$ cat src/rtl/ecip_pkg.sv
package ecip_pkg;
  // register addresses
  localparam int REG_CFG = 0;
  localparam int REG_PER = 1;
  localparam int REG_CMD = 2;
  // bit positions inside the config and command words
  localparam int CFG_EN_BIT   = 0;
  localparam int CFG_WIDE_BIT = 1;
  localparam int CMD_CLR_BIT  = 0;
  localparam int CMD_FRC_BIT  = 1;
endpackage

$ cat src/rtl/ecip_regs.sv
module ecip_regs
  import ecip_pkg::*;
#(
  parameter int DATA_W = 8,
  parameter int ADDR_W = 2,
  parameter int CNT_W  = 4
) (
  input  logic              clk,
  input  logic              rst_n,
  input  logic              wr_en,
  input  logic [ADDR_W-1:0] wr_addr,
  input  logic [DATA_W-1:0] wr_data,
  output logic              irq_en,
  output logic              wide_mode,
  output logic [CNT_W-1:0]  period,
  output logic              per_wr,
  output logic [CNT_W-1:0]  per_wr_val,
  output logic              clr_req,
  output logic              frc_req
);
  logic sel_cfg, sel_cmd;
  logic unused_hi;

  assign sel_cfg    = wr_en && (wr_addr == ADDR_W'(REG_CFG));
  assign per_wr     = wr_en && (wr_addr == ADDR_W'(REG_PER));
  assign sel_cmd    = wr_en && (wr_addr == ADDR_W'(REG_CMD));
  assign per_wr_val = wr_data[CNT_W-1:0];
  assign clr_req    = sel_cmd && wr_data[CMD_CLR_BIT];
  assign frc_req    = sel_cmd && wr_data[CMD_FRC_BIT];
  assign unused_hi  = ^wr_data;

  always_ff @(posedge clk) begin
    if (!rst_n) begin
      irq_en    <= 1'b0;
      wide_mode <= 1'b0;
      period    <= '0;
    end else begin
      if (sel_cfg) begin
        irq_en    <= wr_data[CFG_EN_BIT];
        wide_mode <= wr_data[CFG_WIDE_BIT];
      end
      if (per_wr) period <= per_wr_val;
    end
  end
endmodule

$ cat src/rtl/ecip_counter.sv
module ecip_counter #(
  parameter int CNT_W   = 4,
  parameter int SHORT_W = 2
) (
  input  logic             clk,
  input  logic             rst_n,
  input  logic             evt_i,
  input  logic             wide_mode,
  input  logic [CNT_W-1:0] period,
  input  logic             per_wr,
  input  logic [CNT_W-1:0] per_wr_val,
  input  logic             irq_en,
  input  logic             flag,
  input  logic             frc_req,
  output logic [CNT_W-1:0] count,
  output logic             gen_evt,
  output logic             frc_hit
);
  localparam logic [CNT_W-1:0] CNT_MAX = {CNT_W{1'b1}};

  // period as seen by the comparator in the current width mode
  function automatic logic [CNT_W-1:0] eff_period(input logic [CNT_W-1:0] p,
                                                  input logic wide);
    logic [CNT_W-1:0] narrow;
    narrow = '0;
    narrow[SHORT_W-1:0] = p[SHORT_W-1:0];
    return wide ? p : narrow;
  endfunction

  function automatic logic [CNT_W-1:0] sat_inc(input logic [CNT_W-1:0] c);
    return (c == CNT_MAX) ? c : c + 1'b1;
  endfunction

  logic [CNT_W-1:0] cur_p, new_p, stepped, cnt_nxt;
  logic             gate_open;

  assign cur_p     = eff_period(period, wide_mode);
  assign new_p     = eff_period(per_wr_val, wide_mode);
  assign gate_open = irq_en && !flag;
  assign stepped   = (count < cur_p) ? count + 1'b1 : count;
  assign frc_hit   = frc_req && irq_en && (cur_p != '0);

  always_comb begin
    cnt_nxt = count;
    gen_evt = 1'b0;
    if (per_wr) begin
      if (evt_i) begin
        cnt_nxt = sat_inc(count);
      end else if (new_p == count) begin
        cnt_nxt = '0;
        gen_evt = (new_p != '0) && gate_open;
      end else if (new_p > count) begin
        cnt_nxt = '0;
      end
    end else if (evt_i && (cur_p != '0) && (count <= cur_p)) begin
      if (stepped == cur_p) begin
        if (gate_open) begin
          gen_evt = 1'b1;
          cnt_nxt = '0;
        end else begin
          cnt_nxt = cur_p;
        end
      end else begin
        cnt_nxt = stepped;
      end
    end
  end

  always_ff @(posedge clk) begin
    if (!rst_n) count <= '0;
    else        count <= cnt_nxt;
  end
endmodule

$ cat src/rtl/ecip_flag.sv
module ecip_flag (
  input  logic clk,
  input  logic rst_n,
  input  logic gen_evt,
  input  logic frc_hit,
  input  logic clr_req,
  output logic flag,
  output logic irq_o
);
  logic set_req;
  assign set_req = gen_evt || frc_hit;

  always_ff @(posedge clk) begin
    if (!rst_n) begin
      flag  <= 1'b0;
      irq_o <= 1'b0;
    end else begin
      irq_o <= set_req;
      if (set_req)      flag <= 1'b1;
      else if (clr_req) flag <= 1'b0;
    end
  end
endmodule

$ cat src/rtl/ecip_prescaler.sv
module ecip_prescaler
  import ecip_pkg::*;
#(
  parameter int DATA_W  = 8,
  parameter int ADDR_W  = 2,
  parameter int CNT_W   = 4,
  parameter int SHORT_W = 2
) (
  input  logic              clk,
  input  logic              rst_n,
  input  logic              evt_i,
  input  logic              wr_en,
  input  logic [ADDR_W-1:0] wr_addr,
  input  logic [DATA_W-1:0] wr_data,
  input  logic [ADDR_W-1:0] rd_addr,
  output logic [DATA_W-1:0] rd_data,
  output logic              irq_o
);
  logic             irq_en, wide_mode, per_wr, clr_req, frc_req;
  logic [CNT_W-1:0] period, per_wr_val, count;
  logic             gen_evt, frc_hit, flag;

  ecip_regs #(.DATA_W(DATA_W), .ADDR_W(ADDR_W), .CNT_W(CNT_W)) u_regs (
    .clk(clk), .rst_n(rst_n), .wr_en(wr_en), .wr_addr(wr_addr), .wr_data(wr_data),
    .irq_en(irq_en), .wide_mode(wide_mode), .period(period), .per_wr(per_wr),
    .per_wr_val(per_wr_val), .clr_req(clr_req), .frc_req(frc_req)
  );

  ecip_counter #(.CNT_W(CNT_W), .SHORT_W(SHORT_W)) u_counter (
    .clk(clk), .rst_n(rst_n), .evt_i(evt_i), .wide_mode(wide_mode), .period(period),
    .per_wr(per_wr), .per_wr_val(per_wr_val), .irq_en(irq_en), .flag(flag),
    .frc_req(frc_req), .count(count), .gen_evt(gen_evt), .frc_hit(frc_hit)
  );

  ecip_flag u_flag (
    .clk(clk), .rst_n(rst_n), .gen_evt(gen_evt), .frc_hit(frc_hit),
    .clr_req(clr_req), .flag(flag), .irq_o(irq_o)
  );

  always_comb begin
    rd_data = '0;
    if (rd_addr == ADDR_W'(REG_CFG)) begin
      rd_data[CFG_EN_BIT]   = irq_en;
      rd_data[CFG_WIDE_BIT] = wide_mode;
    end else if (rd_addr == ADDR_W'(REG_PER)) begin
      rd_data[CNT_W-1:0] = period;
    end else if (rd_addr == ADDR_W'(REG_CMD)) begin
      rd_data[0]                = flag;
      rd_data[DATA_W-1 -: CNT_W] = count;
    end
  end
endmodule

$ cat config.mk
export PLATFORM = sky130hd
export DESIGN_NAME = ecip_prescaler
export DESIGN_NICKNAME = d
export VERILOG_FILES = /design/src/rtl/ecip_pkg.sv /design/src/rtl/ecip_regs.sv /design/src/rtl/ecip_counter.sv /design/src/rtl/ecip_flag.sv /design/src/rtl/ecip_prescaler.sv
export SDC_FILE = /design/constraint.sdc
export NUM_CORES = 1
export LEC_CHECK = 0
export ABC_AREA = 1
export BUFFER_PORTS_ARGS = -buffer_cell sky130_fd_sc_hd__buf_2
export CAP_MARGIN = 10
export CORE_UTILIZATION = 33
export CTS_CLUSTER_DIAMETER = 60
export DETAILED_ROUTE_END_ITERATION = 6
export PLACE_DENSITY_LB_ADDON = 0.08
export SETUP_SLACK_MARGIN = 0.1
export SYNTH_ARGS = -nofsm -noshare
export SYNTH_HDL_FRONTEND = slang
export SYNTH_SLANG_ARGS = --single-unit
$ cat constraint.sdc
create_clock -name clk -period 1.98 [get_ports clk]
set_input_delay 0.198 -clock clk [delete_from_list [all_inputs] [get_ports clk]]
set_output_delay 0.198 -clock clk [all_outputs]
set_load 0.01 [all_outputs]
---- Word-level counts from Yosys, hierarchy flattened ----
Index checks and enable logic that the tools add are counted.
cells by class
  multiplexer cells ....................... 26
  equality and inequality tests ........... 9
  order comparisons ....................... 3
  add/sub/neg operators ................... 1
  reduce and logical (&&, ||, !) cells .... 20
operator list
  cell                                                                   number
  4-bit 2-to-1 mux                                                       13
  1-bit logical AND                                                      11
  1-bit 2-to-1 mux                                                       10
  4-bit equality test                                                    2
  4-bit nonzero test                                                     2
  6-bit 2-to-1 mux                                                       1
  4-bit by 1-bit adder with 4-bit output, second input constant          1
  2-bit by 1-bit equality test with 1-bit output, second input constant  2
  2-bit equality test, second input constant                             2
  4-bit equality test, second input constant                             1
  4-bit > comparator                                                     1
  4-bit <= comparator                                                    1
  2-bit logical NOT                                                      2
  4-bit less-than comparator                                             1
  4-bit by 2-bit != test with 1-bit output, second input constant        1
  2-bit nonzero test                                                     2
  3-bit 2-to-1 mux                                                       1
  3-bit != test, second input constant                                   1
  3-bit AND reduction                                                    1
  2-bit 2-to-1 mux                                                       1
  1-bit logical NOT                                                      1
  1-bit logical OR                                                       1
storage, ports and cells
  input port bits ......................... 16
  output and inout bits ................... 9
  bits in registers ....................... 12

---- Logic depth before layout (Yosys ltp) ----
Gate-level depths: netlist of the first run.
  depth after elaboration ................. 9
  mapped depth ............................ 18
  gate-level depth less buffers ........... 18

---- Modules after synthesis ----
Synthesis of the first run repeated with hierarchy kept, for this count alone.
second synthesis, totals
  cell total of the unflattened synthesis .. 219
  area, all modules ....................... 1,297.5 sq um
by module, submodules not included
  module          cells each  times used  area each (sq um)
  ecip_counter    141         1           824.5
  ecip_regs       48          1           311.5
  ecip_prescaler  23          1           96.3
  ecip_flag       7           1           65.1

---- Least setup slack after synthesis of the first run ----
No wires, ideal clock.
  path type ............................... reg-to-reg
  from .................................... register u_regs.wide_mode
  to ...................................... register u_flag.flag
  buffers on the path ..................... 0
  path slack .............................. 71 ps
  stages on the path, launching flop included .. 16
  required time ........................... 1,922 ps
  arrival time ............................ 1,851 ps
  setup time .............................. 58 ps
  clock period less this slack ............ 1,909 ps
  cell sequence ........................... dfxtp_1 > nand2_1 > ha_1 > a21oi_4 > nand2_4 > nand2_2 > nand2_2 > nand2_1 > nand2_2 > nor2_4 > nand3_1 > nand2_1 > nand2_1 > nand2_1 > nand2_1 > nand2_1
on the way
  word-level cells in the longest chain between the ends .. 9
  elaborated cells between the ends (all ways) .. 21
RTL lines
  element                                                        line                source
  start: declaration                                             ecip_regs.sv:14     output logic wide_mode,
  start signal: assignment                                       ecip_regs.sv:40     wide_mode <= wr_data[CFG_WIDE_BIT];
  4-bit 2-to-1 mux                                               ecip_counter.sv:27  return wide ? p : narrow;
  4-bit less-than comparator                                     ecip_counter.sv:40  assign stepped = (count < cur_p) ? count + 1'b1 : count;
  4-bit 2-to-1 mux                                               ecip_counter.sv:40
  4-bit equality test                                            ecip_counter.sv:56  if (stepped == cur_p) begin
  1-bit 2-to-1 mux                                               ecip_counter.sv:56
  1-bit 2-to-1 mux                                               ecip_counter.sv:55  end else if (evt_i && (cur_p != '0) && (count <= cur_p)) begin
  1-bit 2-to-1 mux                                               ecip_counter.sv:46  if (per_wr) begin
  1-bit logical OR *                                             ecip_flag.sv:11     assign set_req = gen_evt || frc_hit;
  1-bit 2-to-1 mux / 2-bit nonzero test (equally long branches)  n/a
  end signal: assignment                                         ecip_flag.sv:15     flag <= 1'b0;
  end signal: assignment                                         ecip_flag.sv:19     if (set_req) flag <= 1'b1;
  end signal: assignment                                         ecip_flag.sv:20     else if (clr_req) flag <= 1'b0;
  end: declaration                                               ecip_flag.sv:7      output logic flag,
Mark *: on every way between the ends. The rest lies on a longest branch, timed or not.
A chain may end at the register's enable or synchronous reset.

---- Worst setup path in the final report of the first run ----
  from .................................... register u_regs.wide_mode
  to ...................................... register u_counter.count[3]
on the way
  word-level cells in the longest chain between the ends .. 7
  elaborated cells between the ends (all ways) .. 20
RTL lines
  element                     line                source
  4-bit 2-to-1 mux            ecip_counter.sv:27
  4-bit less-than comparator  ecip_counter.sv:40
  4-bit 2-to-1 mux            ecip_counter.sv:40
  4-bit equality test         ecip_counter.sv:56
  4-bit 2-to-1 mux            ecip_counter.sv:56
  4-bit 2-to-1 mux            ecip_counter.sv:55
  4-bit 2-to-1 mux            ecip_counter.sv:46
  end signal: assignment      ecip_counter.sv:71  else count <= cnt_nxt;
  end: declaration            ecip_counter.sv:15  output logic [CNT_W-1:0] count,
Several ways; a longest one is shown, not always the timed one. The select of a mux whose other input is x is not followed.

==> flow_summary.ini, run 1 <==
[sta]
worst_slack_ns = -0.08081
final.period_utilization = 1.041
post-route-min-period_ns = 2.061
worstMarginPinSlew_ns = 0.3898
slew_violations = 0
clock_skew_ns = 0.01206
rsz0062_at_grt = yes
relSlewSlack = 0.7381
hold_viol = 0
hold-worst-slack_ns = 0.1818
timing.fmax_mhz = 485.2
setup_violations = 6

[routing]
viasPerCell = 5.125
drt_iter0_markers = 74
post_drt_wl_per_cell_um = 14.15
routed_wl_mm = 3.963
vias = 1435
drc = 0
dr.pass1.iters = 4
ant_nets = 0

[die]
fp.dieW_um = 61.03
fp-row-count = 21
dieArea_um2 = 3725
io_pins = 25
fp.dieH_um = 61.03
core_area_um2 = 3337
initial_core_util = 0.3446

[power]
peakVddDrop_uv = 355.1
seq_power_share = 0.189
p_switching_w = 0.0006668
powerDensity_nw_per_um2 = 837.8
p_int_w = 0.0008061
share_comb_of_total_power = 0.669
p_leak_nw = 0.8952
swShare = 0.4527
pwr-share-clk = 0.142
fin_total_pwr_w = 0.001473

[outcome]
outcome = complete, but fails checks
violations = negative setup slack

[layout]
utilization = 0.5268
layoutNonFillerInstCount = 280
fillers = 348
syn_to_final_growth_pct = 52.88
mostFrequentLayoutCells = nand2_1 (34), inv_1 (26), buf_4 (24)
drive_above_1_share = 0.4316
nets = 260
layout_commonest_cell = nand2_1
diodes = 0

[worst_setup_path]
crit_cells = 12
crit_arrival_ns = 2.24
critical-path-top-delay-family = simple AND/OR/NAND/NOR gates
path_common_cell = nand3_2
path_buf_inv = 2
critPathSlowestCell = dfxtp_4
ff2ff_path_depth = 12
timing.rr.end = u_counter.count[3]$_SDFFE_PN0P_
cp-start-kind = flop
r2r_slack_ns = -0.08
cp_cell_sequence = nand2_4 > ha_4 > a21oi_4 > buf_6 > nand3_4 > nand3_2 > nand2_2 > nor2_4 > buf_4 > nand3_1 > nand3_2 > a21oi_2
crit_type = flop to flop
end_kind = flop
slowest_delay_ns = 0.39
critPathMaxFanout = 4
r2r-start = u_regs.wide_mode$_SDFFE_PN0P_
cp.required_ns = 2.16

[grt]
grt_pass1_wl_mm = 5.982
track_usage = 0.2246
overflow = 0
grt_pass1_vias = 1360
grt_antenna_before_repair = 0
grt_max_degree = 17

[cts]
cts_max_level = 1
ctsHoldBuffers = 0
cts_tree = yes
clk_latency_ns = 0.29
cts_buffers = 3
cts-root-buf = clkbuf_4
cts_buffer_depth = 2
clk_pin_slew_ns = 0.10
cts.sinks = 12

[min_path]
hold_path.class = primary input to flop
worstHoldStart = wr_data[1]
min_path_cells = 3
worstHoldEndpoint = u_regs.wide_mode$_SDFFE_PN0P_

[yosys]
syn_avg_cell_area_um2 = 6.249
synthesis.nets = 209
yosysWarningCount = 0
synth-seq-area-share = 0.2089
yosysTopAreaCellShare = 0.2089
yosys.area.top_type = dfxtp_1
synth.top_cells.by_area = dfxtp_1 (21%), nand2_1 (15%), nand3_1 (11%)
synthCells = 184
syn_area_um2 = 1150
synth_cell_types = 26
ys_ff_latch = 12

[placement]
hpwl_mm = 2.766
port_buffers = 20
post-place-ws_ns = -0.1007
dp.cells = 260
gp_congestion = 0.8842

[run]
max_cap_viol_count = 0
-- cells by family (layout without fill, tap and decap cells) --
| group | after synthesis | after routing | share of synthesized area |
|---|---|---|---|
| buffers and inverters | 30 | 80 | 0.1066 |
| DFF | 12 | 12 | 0.2089 |
| AOI/OAI and AO/OA | 28 | 28 | 0.1436 |
| and+or+nand+nor | 104 | 104 | 0.4353 |
| xor gates and xnor gates | 1 | 1 | 0.007618 |
| adders and majority gates | 9 | 9 | 0.09793 |
-- worst max-delay path by stage --
| stage | from | to |
|---|---|---|
| 2_1_floorplan | u_regs.wide_mode$_SDFFE_PN0P_ | u_flag.flag$_SDFFE_PN0P_ |
| 3_3_place_gp | u_regs.wide_mode$_SDFFE_PN0P_ | u_counter.count[1]$_SDFFE_PN0P_ |
| 3_5_place_dp | u_regs.wide_mode$_SDFFE_PN0P_ | u_counter.count[2]$_SDFFE_PN0P_ |
| 4_1_cts | u_regs.wide_mode$_SDFFE_PN0P_ | u_counter.count[1]$_SDFFE_PN0P_ |
| 5_1_grt | u_regs.wide_mode$_SDFFE_PN0P_ | u_counter.count[3]$_SDFFE_PN0P_ |
| 6_report | u_regs.wide_mode$_SDFFE_PN0P_ | u_counter.count[3]$_SDFFE_PN0P_ |
-- final cells by class --
| cell class | count | area (um2) | area share |
|---|---|---|---|
| multi-input combinational | 142 | 983.4 | 0.5594 |
| timing repair buffer | 48 | 325.3 | 0.1851 |
| sequential | 12 | 247.7 | 0.1409 |
| inverter | 28 | 107.6 | 0.06121 |
| tap | 46 | 57.56 | 0.03274 |
| clock buffer | 4 | 36.28 | 0.02064 |
-- flip-flops by register name, summed over array words and instances, names as in the netlist --
| name | cells |
|---|---|
| u_counter.count | 4 |
| u_flag.flag | 1 |
| u_flag.irq_o | 1 |
| u_regs.irq_en | 1 |
| u_regs.period | 4 |
| u_regs.wide_mode | 1 |
-- power by group through the flow --
| stage | clock (W) | combinational, W | sequential [W] |
|---|---|---|---|
| finish | 0.000209 | 0.000986 | 0.000278 |
| floorplan | 0 | 0.000457 | 0.000283 |
| global placement | 0 | 0.000630 | 0.000279 |
| global route | 0.000229 | 0.00106 | 0.000281 |
| detailed placement | 0 | 0.000637 | 0.000278 |
| CTS | 0.000216 | 0.000791 | 0.000278 |
-- metal layers --
| metal | vias to the layer above | part of all wire | global-route usage |
|---|---|---|---|
| met1 | 663 | 0.41 | 0.2724 |
| met3 | 6 | 0.045 | 0.02941 |
| li1 | 717 | - | - |
| met5 | - | 0 | 0 |
| met4 | 0 | 0.014 | 0.1104 |
| met2 | 49 | 0.53 | 0.3898 |
-- synthesized netlist by cell type --
master	n
nand2_1	45
inv_1	26
nand3_1	26
a21oi_1	14
nor2_1	13
dfxtp_1	12
ha_1	9
o21ai_0	7
nand2_2	6
nand4_1	5
nor3_1	3
nand2_4	2
nor2_4	2
o211ai_1	2
a21oi_4	1
a31oi_1	1
a41oi_1	1
buf_2	1
buf_6	1
clkinv_2	1
inv_2	1
nand3b_1	1
nor3_4	1
o21ai_1	1
o41ai_1	1
xnor2_1	1
-- worst reg2reg max path: stages (launching register included) --
cell,delay [ns]
dfxtp_4,0.39
nand2_4,0.08
ha_4,0.24
a21oi_4,0.26
buf_6,0.18
nand3_4,0.08
nand3_2,0.08
nand2_2,0.07
nor2_4,0.17
buf_4,0.14
nand3_1,0.08
nand3_2,0.11
a21oi_2,0.06
-- through the flow --
step / setup TNS [ns] / area [um2]
2_1_floorplan: 0 / 1162
3_3_place_gp: -0.6117 / 1394
3_5_place_dp: -0.5164 / 1394
4_1_cts: 0 / 1590
5_1_grt: -0.9765 / 1758
6_report: -0.2807 / 1758
-- repair_timing --
action | CTS | global route
gates resized for setup | 24 | 24
buffers inserted | 9 | 7
setup endpoints to repair | 6 | 6
pin swaps | 14 | 13
No activity file was read; power rests on OpenSTA's default activity.
==> run 2, diff against run 1 <==
- GPL_TIMING_DRIVEN: default -> 0
- MAX_ROUTING_LAYER: default -> met4
- RECOVER_POWER: default -> 50
==> flow_summary.ini, run 2 (synthesized netlist as in run 1, its figures left out) <==
[sta]
worst_slack_ns = -0.02264
worstMarginPinSlew_ns = 0.6486
final.period_utilization = 1.011
hold-worst-slack_ns = 0.1781
hold_viol = 0
relSlewSlack = 0.5676
timing.fmax_mhz = 499.3
slew_violations = 0
setup_violations = 4
fin_tns_setup_ns = -0.06024
rsz0062_at_grt = yes
post-route-min-period_ns = 2.003
clock_skew_ns = 0.007531

[power]
peakVddDrop_uv = 317.5
powerDensity_nw_per_um2 = 836.5
p_leak_nw = 0.8211

[routing]
viasPerCell = 5.154
vias = 1371
drc = 0
dr.pass1.iters = 4
drt_iter0_markers = 57
routed_wl_mm = 3.626
post_drt_wl_per_cell_um = 13.63
ant_nets = 0

[worst_setup_path]
end_kind = flop
cp-start-kind = flop
cp.required_ns = 2.16
crit_type = flop to flop
critPathMaxFanout = 7
crit_arrival_ns = 2.18

[grt]
track_usage = 0.2127
grt_antenna_before_repair = 0
grt_pass1_wl_mm = 5.582
grt_max_degree = 11
grt_pass1_vias = 1237
overflow = 0

[die]
initial_core_util = 0.3446
fp-row-count = 21
fp.dieH_um = 61.03
core_area_um2 = 3337
io_pins = 25
fp.dieW_um = 61.03
dieArea_um2 = 3725

[cts]
cts-root-buf = clkbuf_4
clk_pin_slew_ns = 0.09
ctsHoldBuffers = 0
cts_buffers = 3
cts_buffer_depth = 2
cts.sinks = 12
cts_max_level = 1
cts_tree = yes
clk_latency_ns = 0.28

[placement]
hpwl_mm = 2.653
gp_congestion = 0.8260
port_buffers = 20

[layout]
nets = 246
fillers = 368
mostFrequentLayoutCells = nand2_1 (33), inv_1 (24), buf_2 (19)
layout_commonest_cell = nand2_1
reg.largest.list = u_counter.count x4, u_regs.period x4
diodes = 0
seqCellArea_um2 = 251.5
drive_above_1_share = 0.3773
syn_to_final_growth_pct = 40.59
multi_input_area_um2 = 952.2

[run]
max_cap_viol_count = 0

[outcome]
violations = negative setup slack
outcome = complete, but fails checks

[min_path]
hold_path.class = primary input to flop
run 2: cell count changes in the layout (fill, tap and decap cells not counted), moves of 2 or more:
| cell | before | now |
|---|---|---|
| buf_4 | 24 | 11 |
| buf_6 | 4 | 0 |
| nand3_1 | 14 | 18 |
| clkbuf_1 | 0 | 3 |
| inv_1 | 26 | 24 |
| nand3_2 | 10 | 8 |
| nand3_4 | 2 | 0 |
run 2: repair_timing:
| item | 4_1_cts | 5_1_grt |
|---|---|---|
| resized for setup | 23 | 21 |
| endpoints found under the setup margin | 6 | 6 |
| pin swaps | 7 | 9 |
| setup buffers | 7 | 5 |
run 2: where the power goes:
part / internal [W] / switching (W)
Combinational: 0.000341 / 0.000516
Sequential: 0.000261 / 0.0000315
Clock: 0.000112 / 0.0000914
Total: 0.000714 / 0.000639
run 2: worst paths after layout:
path / startpoint / end / slack (ns) / cells past startpoint
worst max-delay path: u_regs.wide_mode$_SDFFE_PN0P_ / u_counter.count[3]$_SDFFE_PN0P_ / -0.02 / 12
worst min register to register: u_flag.flag$_SDFFE_PN0P_ / u_flag.flag$_SDFFE_PN0P_ / 0.50 / 2
worst max register to register: u_regs.wide_mode$_SDFFE_PN0P_ / u_counter.count[3]$_SDFFE_PN0P_ / -0.02 / 12
worst min-delay path: wr_data[1] / u_regs.wide_mode$_SDFFE_PN0P_ / 0.18 / 3
run 2: worst max-delay path: stages, from the launching register on:
cell	delay, ns
dfxtp_4	0.39
nand2_4	0.07
ha_4	0.23
a21oi_4	0.16
buf_12	0.14
nand3_2	0.11
nand3_1	0.13
nand2_2	0.07
nor2_4	0.21
buf_4	0.15
nand3_1	0.07
nand3_2	0.09
a21oi_1	0.07
run 2: area by class of cell:
class,instances,share of cell area
well taps,46,0.03560
clock buffers,4,0.02245
multi-input cells,142,0.5890
inverters,28,0.06811
plain buffers,2,0.005418
flip-flops and latches,12,0.1556
repair buffers,32,0.1238
run 2: metal layers:
metal | part of all wire | vias to the layer above | wire [um] | global-route usage
met4 | 0.030 | 0 | 107 | 0.1071
met2 | 0.50 | 45 | 1816 | 0.3385
li1 | - | 688 | - | -
met3 | 0.042 | 10 | 152 | 0.03151
met5 | 0 | - | 0 | -
met1 | 0.43 | 628 | 1550 | 0.2609
run 2: metrics by stage:
step / util / setup WS (ns) / std cells / total power [W] / cell area, um2
2_1_floorplan: - / 0.1528 / 184 / 0.0007399 / 1162
3_3_place_gp: 0.3956 / -0.1925 / 250 / 0.0008634 / 1320
3_5_place_dp: 0.3956 / -0.1797 / 250 / 0.0008812 / 1320
4_1_cts: 0.4443 / -0.005357 / 261 / 0.001186 / 1483
5_1_grt: 0.4844 / -0.1581 / 266 / 0.001448 / 1617
6_report: 0.4844 / -0.02264 / 266 / 0.001352 / 1617
